$ cat src/rtl/smram_guard.sv
module smram_guard #(
  parameter int AW = 32,
  parameter int WIN_LOG2 = 15,
  parameter logic [AW-1:0] BASE_RST = 32'h0003_8000
) (
  input  logic                clk,
  input  logic                rst_n,
  input  logic                cfg_we,
  input  logic [AW-WIN_LOG2-1:0] cfg_base,
  input  logic                cfg_open,
  input  logic                cfg_force,
  input  logic                cfg_reloc,
  input  logic                cyc_valid,
  input  logic [AW-1:0]       cyc_addr,
  input  logic                cyc_cpu,
  input  logic                smm_act_n,
  output logic                sel_smram,
  output logic                sel_main,
  output logic                deny
);
  localparam int BW = AW - WIN_LOG2;
  localparam logic [AW:0] SZ_SMALL = (AW+1)'(1) << WIN_LOG2;
  localparam logic [AW:0] SZ_BIG   = (AW+1)'(1) << (WIN_LOG2 + 1);

  logic [BW-1:0] base_q;
  logic          open_q, force_q, reloc_q;
  logic          q_valid, q_cpu, q_smm_n;
  logic [AW-1:0] q_addr;

  always_ff @(posedge clk or negedge rst_n)
    if (!rst_n) begin
      base_q  <= BASE_RST[AW-1:WIN_LOG2];
      open_q  <= 1'b0;
      force_q <= 1'b0;
      reloc_q <= 1'b0;
    end else if (cfg_we) begin
      base_q  <= cfg_base;
      open_q  <= cfg_open;
      force_q <= cfg_force;
      reloc_q <= cfg_reloc;
    end

  always_ff @(posedge clk or negedge rst_n)
    if (!rst_n) begin
      q_valid <= 1'b0;
      q_addr  <= '0;
      q_cpu   <= 1'b0;
      q_smm_n <= 1'b1;
    end else begin
      q_valid <= cyc_valid;
      if (cyc_valid) begin
        q_addr  <= cyc_addr;
        q_cpu   <= cyc_cpu;
        q_smm_n <= smm_act_n;
      end
    end

  logic [AW:0] win_lo, win_hi, addr_x;
  logic        hit, route;

  assign win_lo = {1'b0, base_q, {WIN_LOG2{1'b0}}};
  assign win_hi = win_lo + (reloc_q ? SZ_BIG : SZ_SMALL);
  assign addr_x = {1'b0, q_addr};
  assign hit    = (addr_x >= win_lo) && (addr_x < win_hi);
  assign route  = (~q_smm_n | open_q) & ~force_q;

  assign sel_smram = q_valid & hit & route & q_cpu;
  assign sel_main  = q_valid & ~(hit & route & q_cpu);
  assign deny      = q_valid & hit & route & ~q_cpu;

  a_r2_idle_quiet: assert property (@(posedge clk) disable iff (!rst_n)
    !$past(cyc_valid) |-> !(sel_smram | sel_main | deny));

  a_r3_one_select: assert property (@(posedge clk) disable iff (!rst_n)
    $past(cyc_valid) |-> $countones({sel_smram, sel_main}) == 1);

  a_r6_dma_blocked: assert property (@(posedge clk) disable iff (!rst_n)
    $past(cyc_valid & ~cyc_from_dma_n()) |-> !sel_smram);

  a_r6_deny_to_main: assert property (@(posedge clk) disable iff (!rst_n)
    deny |-> sel_main && !sel_smram);

  a_r7_cpu_never_denied: assert property (@(posedge clk) disable iff (!rst_n)
    $past(cyc_valid & cyc_cpu) |-> !deny);

  function automatic logic cyc_from_dma_n();
    return cyc_cpu;
  endfunction
endmodule

$ cat config.mk
export PLATFORM = sky130hd
export DESIGN_NAME = smram_guard
export DESIGN_NICKNAME = d
export VERILOG_FILES = /design/src/rtl/smram_guard.sv
export SDC_FILE = /design/constraint.sdc
export NUM_CORES = 1
export LEC_CHECK = 0
export BUFFER_PORTS_ARGS = -buffer_cell sky130_fd_sc_hd__clkbuf_2
export CAP_MARGIN = 0
export CORE_MARGIN = 5
export CORE_UTILIZATION = 55
export CTS_CLUSTER_DIAMETER = 200
export DETAILED_ROUTE_END_ITERATION = 10
export HOLD_SLACK_MARGIN = 0.06
export PLACE_DENSITY = 0.8
export SLEW_MARGIN = 20
export SYNTH_ARGS = -nofsm -noshare
export SYNTH_HDL_FRONTEND = slang
export SYNTH_SLANG_ARGS = --single-unit
$ cat constraint.sdc
create_clock -name clk -period 4.7 [get_ports clk]
set_clock_uncertainty 0.05 [all_clocks]
set_input_delay 0.235 -clock clk [delete_from_list [all_inputs] [get_ports clk]]
set_output_delay 0.235 -clock clk [all_outputs]
set_load 0.01 [all_outputs]
==> results of run 1 <==
-- through the flow --
stage	total power, mW	setup WS [ns]	instances
after floorplan	0.733	1.05	288
after global placement	0.808	0.765	413
after detailed placement	0.822	0.653	413
after CTS	1.09	0.247	422
after global routing	1.16	0.0957	422
final	1.09	0.380	422
-- kinds of logic after synthesis --
group           after synthesis  share of synthesized area
fa+ha+maj                    36                      0.147
mux                          35                      0.126
compound gates               50                     0.0954
flops                        55                      0.442
simple gates                 68                      0.113
xor+xnor                     15                     0.0421
buf+inv                      29                     0.0349
-- worst paths after layout --
kind / cells past startpoint / slack [ns] / start / to
max in group asynchronous: 3 / 3.61 / rst_n / q_addr[25]$_DFFE_PN0P_
worst min register to register: 1 / 0.47 / q_addr[12]$_DFFE_PN0P_ / q_addr[12]$_DFFE_PN0P_
min in group asynchronous: 3 / 0.54 / rst_n / q_addr[3]$_DFFE_PN0P_
worst max-delay path: 15 / 0.38 / base_q[0]$_DFFE_PN1P_ / deny
worst min-delay path: 3 / 0.07 / cfg_base[16] / base_q[16]$_DFFE_PN0P_
worst max register to register: 2 / 3.72 / base_q[2]$_DFFE_PN1P_ / base_q[2]$_DFFE_PN1P_
-- synth_stat cells (all sizes together) (2+ instances only) --
library cell	number	area share
dfrtp	51	0.41
ha	35	0.14
mux2	35	0.13
nand2	32	0.038
o21ai	23	0.037
inv	21	0.025
a21oi	14	0.022
xnor2	14	0.039
nand4	8	0.018
nor3	7	0.015
nor4	6	0.012
clkbuf	5	0.0060
nor2	5	0.0060
dfstp	4	0.034
o21a	4	0.0096
buf	3	0.0036
nand3	3	0.0048
a211o	2	0.0056
and4	2	0.0056
-- flip-flops by register name, indices dropped and copies added, names as in the netlist --
register	cells
force_q	1
q_valid	1
q_cpu	1
reloc_q	1
q_addr	32
open_q	1
base_q	17
q_smm_n	1
-- worst register-to-register path, cell delays in order, from the launching register on --
cell and delay [ns]:
dfstp_2 0.57, inv_1 0.11, o21ai_0 0.17
-- routing by layer --
layer	wire (µm)	share of wire	global-route usage	vias to the layer above
met1	3070	0.47	0.262	1110
met5	0	0	0	-
met2	3080	0.47	0.322	49
li1	-	-	-	1148
met3	304	0.046	0.0388	14
met4	129	0.020	0.0676	0
-- cell type report --
class,instances,share of cell area
well taps,72,0.0250
multi-input cells,204,0.455
flip-flops and latches,55,0.384
clock buffers,5,0.0191
inverters,21,0.0219
clock inverters,3,0.00695
repair buffers,62,0.0883
-- timing repair --
item                                    in CTS  in global routing
buffers inserted                             0                  0
resized for setup                            0                  1
endpoints found under the setup margin       0                  1
hold buffers                                 1                  0
hold endpoints to repair                    51                  0
-- power by group through the flow --
stage               Combinational (mW)  Sequential [mW]  Clock (mW)
finish                           0.261            0.558       0.269
global route                     0.302            0.564       0.294
CTS                              0.263            0.558       0.273
detailed placement               0.256            0.566           0
global placement                 0.243            0.565           0
floorplan                        0.179            0.555           0
==> run summary, run 1 <==
syn_nets = 382
Clock Tree Buf Depth = 2
sequential cell area = 0.00138 mm²
Layout Nets = 443
Most used DFF post-synth = dfrtp_1
maximum VDD drop = 0.000166 V
Combinational Power Share = 0.240
DRC viols = 0
TritonCTS Buffers = 5
CTS tree = yes
largest net degree at the start of global routing = 56
number of synthesized register bits = 55
Critical Path End Type = output port
worst-path cell chain = ha_1 -> inv_1 -> fa_1 -> nor3_2 -> nand2_1 -> nor3_1 -> xnor2_1 -> ha_1 -> a22o_1 -> nor4_1 -> o221ai_1 -> a211o_1 -> a221o_1 -> and4bb_1 -> clkbuf_2
WP data required = 4.41 ns
initial DRC count = 79
P per Cell Area = 302 mW/mm²
antenna cells = 0
clock root buffer = clkbuf_8
CORE AREA = 0.00551 mm²
max-slew violations = 0
reported max-cap violation count = 0
Post-DP HPWL = 4890 µm
clk_lat worst skew = 0.32 ns
Setup CP Type = reg2out
Critical Path Start Type = flop
Pre-antenna DRT Iters = 4
Static Leak = 1.68 nW
Crit path largest cell delay = 0.56 ns
Slew @ Worst Pin = 0.893 ns
crit-path max FO = 4
Chip Width = 85.4 µm
synth-to-layout area growth = 15.3%
unrepaired setup endpoints after global routing = no
Seq/Total Area, Yosys = 0.442
fin crit period = 4.32 ns
CTS sink cnt = 55
Die Ht = 85.4 µm
setup TNS = 0 ns
yosys warns = 0
Max Freq = 0.231 GHz
Net Sw Frac = 0.307
Mapped Area = 0.00312 mm²
Clock power frac = 0.247
number of synthesized flops with an enable pin = 0
most common cell after layout, fill and taps aside = clkbuf_2
Fin. Hold Viols = 0
Unique masters post-synth = 35
fin area = 0.00360 mm²
Crit path max-delay family = simple AND/OR/NAND/NOR gates
Routed WL = 6590 µm
final core utilization = 0.654
Synth Area per Inst = 10.8 µm²
worst hold margin = 0.0722 ns
IO Pins = 61
H-tree depth = 2
routed vias/inst = 5.50
CP arrival = 4.04 ns
Fill cells = 439
status = finished clean
most frequent cells in the layout = 60 x clkbuf_2, 51 x dfrtp_1, 35 x mux2_2, 35 x ha_1, 32 x nand2_1
routed length per instance = 15.6 µm
layout cells sized above 1 = 0.317
RePlAce Congestion = 0.816
Seq pwr share = 0.513
slowest cell on the critical path = dfstp_2
Power Internal = 0.754 mW
vias in the first global route = 2553
Slew HR = 0.405
DIE AREA = 0.00729 mm²
overall routing resource usage = 0.197
via count = 2321
CP bufs+invs = 2
CP dominant cell by count = ha_1
clock slew at reported path FFs = 0.10 ns
worst hold path type = in2reg
Starting Density = 0.567
Cells after Synth = 288
Final setup viols = 0
Routed Antenna Nets = 0
Final Cycle Share = 0.919
Multi-input gate area = 0.00164 mm²
Cell Area, Placed = 0.00349 mm²
Async SR Flop Fraction = 1.00
# rows = 27
Net Switching = 0.334 mW
initial antenna violation count = 0
GRT Residual Overflow = 0
input/output buffers = 60
first-pass GRT wire length = 11600 µm
Power figures use the tool's default switching activity.
==> inputs of run 2 (changes only) <==
- BUFFER_PORTS_ARGS: -buffer_cell sky130_fd_sc_hd__clkbuf_2 -> -buffer_cell sky130_fd_sc_hd__buf_2
==> run summary, run 2 (synthesis results as in run 1) <==
IO Pins = 61 (unchanged)
Layout Nets = 443 (unchanged)
# rows = 27 (unchanged)
unrepaired setup endpoints after global routing = no
maximum VDD drop = 0.000202 V (+22%)
worst-path cell chain = ha_1 -> inv_1 -> fa_1 -> nor3_2 -> nand2_1 -> nor3_1 -> xnor2_1 -> ha_1 -> a22o_1 -> nor4_1 -> o221ai_1 -> a211o_1 -> a221o_1 -> and4bb_1 -> buf_2
TritonCTS Buffers = 5 (unchanged)
via count = 2309 (-0.52%)
CTS tree = yes
reported max-cap violation count = 0 (unchanged)
slowest cell on the critical path = dfstp_2
Post-DP HPWL = 5010 µm (+2.3%)
most frequent cells in the layout = 60 x buf_2, 51 x dfrtp_1, 35 x mux2_2, 35 x ha_1, 32 x nand2_1
fin area = 0.00360 mm² (about the same)
Final setup viols = 0 (unchanged)
worst hold path type = in2reg
Clock Tree Buf Depth = 2 (unchanged)
routed length per instance = 15.5 µm (-0.47%)
CP dominant cell by count = ha_1
GRT Residual Overflow = 0 (unchanged)
Starting Density = 0.567 (unchanged)
crit-path max FO = 4 (unchanged)
Slew HR = 0.468 (+0.0636)
Max Freq = 0.230 GHz (-0.84%)
Critical Path Start Type = flop
Setup CP Type = reg2out
final core utilization = 0.653 (about the same)
vias in the first global route = 2541 (-0.47%)
RePlAce Congestion = 0.833 (+2.2%)
WP data required = 4.41 ns (about the same)
Routed Antenna Nets = 0 (unchanged)
Slew @ Worst Pin = 0.798 ns (-0.0954 ns)
first-pass GRT wire length = 11500 µm (-0.89%)
Critical Path End Type = output port
Chip Width = 85.4 µm (unchanged)
input/output buffers = 60 (unchanged)
Final WS setup = 0.343 ns (-0.0367 ns)
Final Cycle Share = 0.927 (+0.00782)
clock slew at reported path FFs = 0.11 ns (about the same)
Die Ht = 85.4 µm (unchanged)
initial antenna violation count = 0 (unchanged)
synth-to-layout area growth = 15.2% (about the same)
initial DRC count = 79 (unchanged)
most common cell after layout, fill and taps aside = buf_2
clock root buffer = clkbuf_8
antenna cells = 0 (unchanged)
DRC viols = 0 (unchanged)
Fin. Hold Viols = 0 (unchanged)
largest registers = q_addr (32), base_q (17)
Cell Area, Placed = 0.00349 mm² (unchanged)
CORE AREA = 0.00551 mm² (unchanged)
routed vias/inst = 5.47 (-0.52%)
layout cells sized above 1 = 0.317 (unchanged)
setup TNS = 0 ns (unchanged)
overall routing resource usage = 0.196 (-0.00135)
Routed WL = 6560 µm (-0.47%)
Largest register FFs = 32 (unchanged)
H-tree depth = 2 (unchanged)
Fill cells = 442 (+0.68%)
pre-CTS setup slack = 0.635 ns (-0.0178 ns)
CTS sink cnt = 55 (unchanged)
CP arrival = 4.07 ns (+0.03 ns)
DIE AREA = 0.00729 mm² (unchanged)
clk_lat worst skew = 0.31 ns (about the same)
max-slew violations = 0 (unchanged)
Crit path largest cell delay = 0.56 ns (about the same)
Pre-antenna DRT Iters = 4 (unchanged)
Static Leak = 1.67 nW (-0.86%)
largest net degree at the start of global routing = 56 (unchanged)
status = finished clean
fin crit period = 4.36 ns (+0.0367 ns)
Biggest register = q_addr
P per Cell Area = 302 mW/mm² (-0.22%)
postcts setup bufs = 0 (unchanged)
-- run 2: metal layers --
| layer | wire length (µm) | share of wire | GRT usage | vias to the layer above |
|---|---|---|---|---|
| li1 | - | - | - | 1146 |
| met1 | 3050 | 0.46 | 0.262 | 1106 |
| met2 | 3160 | 0.48 | 0.326 | 47 |
| met3 | 265 | 0.040 | 0.0320 | 10 |
| met4 | 84 | 0.013 | 0.0590 | 0 |
| met5 | 0 | 0 | 0 | - |
-- run 2: area by class of cell --
cell class              count  area, µm²  area share
clock buffers               5       68.8      0.0191
repair buffers             62        318      0.0883
clock inverters             3       23.8     0.00661
flip-flops and latches     55       1380       0.384
multi-input cells         204       1640       0.455
well taps                  72       90.1      0.0250
inverters                  21       78.8      0.0219
-- run 2: power by group --
group          leakage (nW)  switching (mW)  internal, mW
Clock                0.0408           0.163         0.107
Sequential            0.646          0.0378         0.521
Combinational         0.980           0.131         0.126
Total                  1.67           0.332         0.754
-- run 2: path summary, 6_finish.rpt --
kind	from	to	slack, ns	cells after the start
worst max-delay path	base_q[0]$_DFFE_PN1P_	deny	0.34	15
worst min-delay path	cfg_base[3]	base_q[3]$_DFFE_PN0P_	0.08	3
worst max register to register	base_q[2]$_DFFE_PN1P_	base_q[2]$_DFFE_PN1P_	3.72	2
worst min register to register	force_q$_DFFE_PN0P_	force_q$_DFFE_PN0P_	0.47	1
max in group asynchronous	rst_n	q_addr[26]$_DFFE_PN0P_	3.62	3
min in group asynchronous	rst_n	q_addr[6]$_DFFE_PN0P_	0.52	3
-- run 2: timing repair --
item	4_1_cts	5_1_grt
hold endpoints to repair	51	0
setup endpoints to repair	0	3
resized for setup	0	1
hold buffers	1	0
-- run 2: critical path, delay by kind of cell (launching register included) --
| family | cells | cell delay [ns] |
|---|---|---|
| AOI/OAI and AO/OA | 4 | 1.00 |
| xor gates and xnor gates | 1 | 0.11 |
| adders and majority gates | 3 | 0.82 |
| buffers and inverters | 2 | 0.19 |
| DFF | 1 | 0.56 |
| and+or+nand+nor | 5 | 1.08 |
-- run 2: per-stage QoR --
step	hold WS [ns]	instances	total power, mW
3_5_place_dp	0.353	413	0.823
5_1_grt	0.0720	422	1.16
3_3_place_gp	0.345	413	0.808
2_1_floorplan	-0.111	288	0.733
6_report	0.0778	422	1.09
4_1_cts	0.0693	422	1.10
==> inputs of run 3 (changes only) <==
- ABC_AREA: default -> 1
- PLACE_DENSITY: 0.8 -> 0.79
==> run summary, run 3 <==
status = finished clean
overall routing resource usage = 0.186 (-0.00956)
Starting Density = 0.562 (-0.00507)
initial antenna violation count = 0 (unchanged)
Cell Area, Placed = 0.00367 mm² (+5.2%)
Layout Nets = 521 (+18%)
pre-CTS setup slack = 1.29 ns (+0.650 ns)
first-pass GRT wire length = 11500 µm (unchanged)
Slew HR = 0.451 (-0.0173)
Crit path max-delay family = simple AND/OR/NAND/NOR gates
Compound-Gate Fraction of Synth Area = 0.0666 (-0.0288)
Biggest register = q_addr
Mapped Area = 0.00331 mm² (+5.9%)
CTS tree = yes
area leader, netlist = dfrtp_1
worst-path cell chain = ha_1 -> inv_1 -> fa_1 -> nor2_4 -> nand4_2 -> nor2_2 -> nand4_2 -> o21ai_0 -> nand2_1 -> ha_1 -> inv_1 -> nor3_1 -> nor3_1 -> nand2_1 -> nand2_1 -> nand2_1 -> nand2_1 -> nand3_2 -> nand2_1 -> inv_1 -> buf_2
layout cells sized above 1 = 0.273 (-0.0438)
DRC viols = 0 (unchanged)
clk_lat worst skew = 0.31 ns (about the same)
antenna cells = 0 (unchanged)
fin area = 0.00379 mm² (+5.4%)
Setup CP Type = reg2out
Most used DFF post-synth = dfrtp_1
Pre-antenna DRT Iters = 4 (unchanged)
CP dominant cell by count = nand2_1
number of synthesized flops with an enable pin = 0 (unchanged)
Clock Tree Buf Depth = 2 (unchanged)
GRT Residual Overflow = 0 (unchanged)
synth cell count leaders = 85 x nand2_1, 51 x dfrtp_1, 46 x inv_1
CTS sink cnt = 55 (unchanged)
worst hold path type = in2reg
# rows = 28 (+3.7%)
Final setup viols = 0 (unchanged)
Die Ht = 87.6 µm (+2.6%)
largest net degree at the start of global routing = 56 (unchanged)
Routed Antenna Nets = 0 (unchanged)
clock slew at reported path FFs = 0.11 ns (about the same)
reported max-cap violation count = 0 (unchanged)
input/output buffers = 60 (unchanged)
Critical Path End Type = output port
max-slew violations = 0 (unchanged)
multiplexer share of the synthesized area = 0.0919 (-0.0343)
count leader, synth = nand2_1
Max Freq = 0.263 GHz (+14%)
unrepaired setup endpoints after global routing = no
initial DRC count = 89 (+13%)
synth-to-layout area growth = 14.7%
routed vias/inst = 5.14 (-6.1%)
Synth Area per Inst = 9.04 µm² (-17%)
Routed WL = 6540 µm (-0.24%)
slowest cell on the critical path = dfstp_2
TritonCTS Buffers = 5 (unchanged)
WP data required = 4.41 ns (about the same)
RePlAce Congestion = 0.884 (+6.1%)
vias in the first global route = 2667 (+5.0%)
largest family of logic cells by synthesized area = simple AND/OR/NAND/NOR gates
Synth Area in Simple Gates = 0.186 (+0.0731)
worst hold margin = 0.0670 ns (-0.0108 ns)
fin crit period = 3.81 ns (-0.550 ns)
Chip Width = 87.6 µm (+2.6%)
Async SR Flop Fraction = 1.00 (unchanged)
Crit path largest cell delay = 0.56 ns (about the same)
share of the synthesized area in the top cell type = 0.386 (-0.0229)
routed length per instance = 13.0 µm (-16%)
Post-CTS Resized = 0 (unchanged)
Final WS setup = 0.892 ns (+0.550 ns)
setup TNS = 0 ns (unchanged)
number of synthesized register bits = 55 (unchanged)
largest registers = q_addr (32), base_q (17)
synth top area cells = dfrtp_1 39%, ha_1 13%, nand2_1 9.6%
Largest register FFs = 32 (unchanged)
clock root buffer = clkbuf_8
area share of fa/ha/maj cells after synthesis = 0.138 (-0.00821)
Fin. Hold Viols = 0 (unchanged)
Final Cycle Share = 0.810 (-0.117)
crit-path max FO = 3 (-1)
Slew @ Worst Pin = 0.824 ns (+0.0259 ns)
yosys warns = 0 (unchanged)
Layout Cells excl Fill = 503 (+19%)
H-tree depth = 2 (unchanged)
via count = 2583 (+12%)
maximum VDD drop = 0.000169 V (-16%)
CP bufs+invs = 4 (+2)
Unique masters post-synth = 26 (-26%)
Synth Area in XOR/XNOR = 0.0344 (-0.00765)
P per Cell Area = 291 mW/mm² (-3.5%)
CORE AREA = 0.00589 mm² (+6.9%)
Critical Path Start Type = flop
CP arrival = 3.52 ns (-0.55 ns)
DIE AREA = 0.00767 mm² (+5.2%)
most common cell after layout, fill and taps aside = nand2_1
Seq/Total Area, Yosys = 0.418 (-0.0248)
Static Leak = 1.94 nW (+17%)
IO Pins = 61 (unchanged)
most frequent cells in the layout = 85 x nand2_1, 60 x buf_2, 51 x dfrtp_1
syn_nets = 460 (+20%)
Post-DP HPWL = 5140 µm (+2.6%)
placed cell count = 493 (+19%)
Cells after Synth = 366 (+27%)
## run 3: cell type report
class	instances	area, µm²
Fill cell	527	2090
Multi-Input combinational cell	254	1710
Sequential cell	55	1380
Timing Repair Buffer	63	328
Inverter	48	180
Tap cell	75	93.8
Clock buffer	6	82.6
Clock inverter	2	17.5
## run 3: stage by stage
| step | util | power, mW |
|---|---|---|
| global route | 0.645 | 1.19 |
| CTS | 0.643 | 1.12 |
| detailed placement | 0.624 | 0.829 |
| floorplan | - | 0.743 |
| global placement | 0.624 | 0.816 |
| finish | 0.645 | 1.10 |
## run 3: path summary, 6_finish.rpt
check                                       startpoint                     end  slack [ns]  depth (start not counted)
worst max-delay path             base_q[0]$_DFFE_PN1P_                sel_main        0.89                         21
worst min register to register  q_addr[12]$_DFFE_PN0P_  q_addr[12]$_DFFE_PN0P_        0.47                          1
min in group asynchronous                        rst_n  base_q[14]$_DFFE_PN0P_        0.52                          3
max in group asynchronous                        rst_n  base_q[16]$_DFFE_PN0P_        3.64                          3
worst min-delay path                           cyc_cpu       q_cpu$_DFFE_PN0P_        0.07                          3
worst max register to register   base_q[1]$_DFFE_PN1P_   base_q[1]$_DFFE_PN1P_        3.78                          2
## run 3: power breakdown
| part | switching [mW] | internal [mW] | total [mW] |
|---|---|---|---|
| Combinational | 0.144 | 0.119 | 0.263 |
| Sequential | 0.0371 | 0.520 | 0.557 |
| Clock | 0.161 | 0.124 | 0.285 |
## run 3: layer usage
metal  global-route usage  up-vias  wire (µm)  share of wire
met2                0.307       56       3110           0.48
met3               0.0433       13        367          0.056
li1                     -     1309          -              -
met5                    0        -          0              0
met4               0.0502        0        100          0.015
met1                0.248     1205       2960           0.45
## run 3: timing repair
item                                   CTS  global route
buffers inserted                         0             0
endpoints found under the hold margin   51             1
hold buffers                             1             1
## run 3: worst register-to-register path, cell delays in order (launching register included)
cell	delay [ns]
dfstp_2	0.55
inv_1	0.08
o21ai_0	0.17
## run 3: cells by family (layout without fill, tap and decap cells)
logic type,Yosys count,in the layout
AND/OR/NAND/NOR,135,135
XOR/XNOR,13,13
adder cells (fa/ha/maj),36,36
multiplexers,27,27
flip-flops,55,55
AO/OA/AOI/OAI,43,43
buffers and inverters,57,119
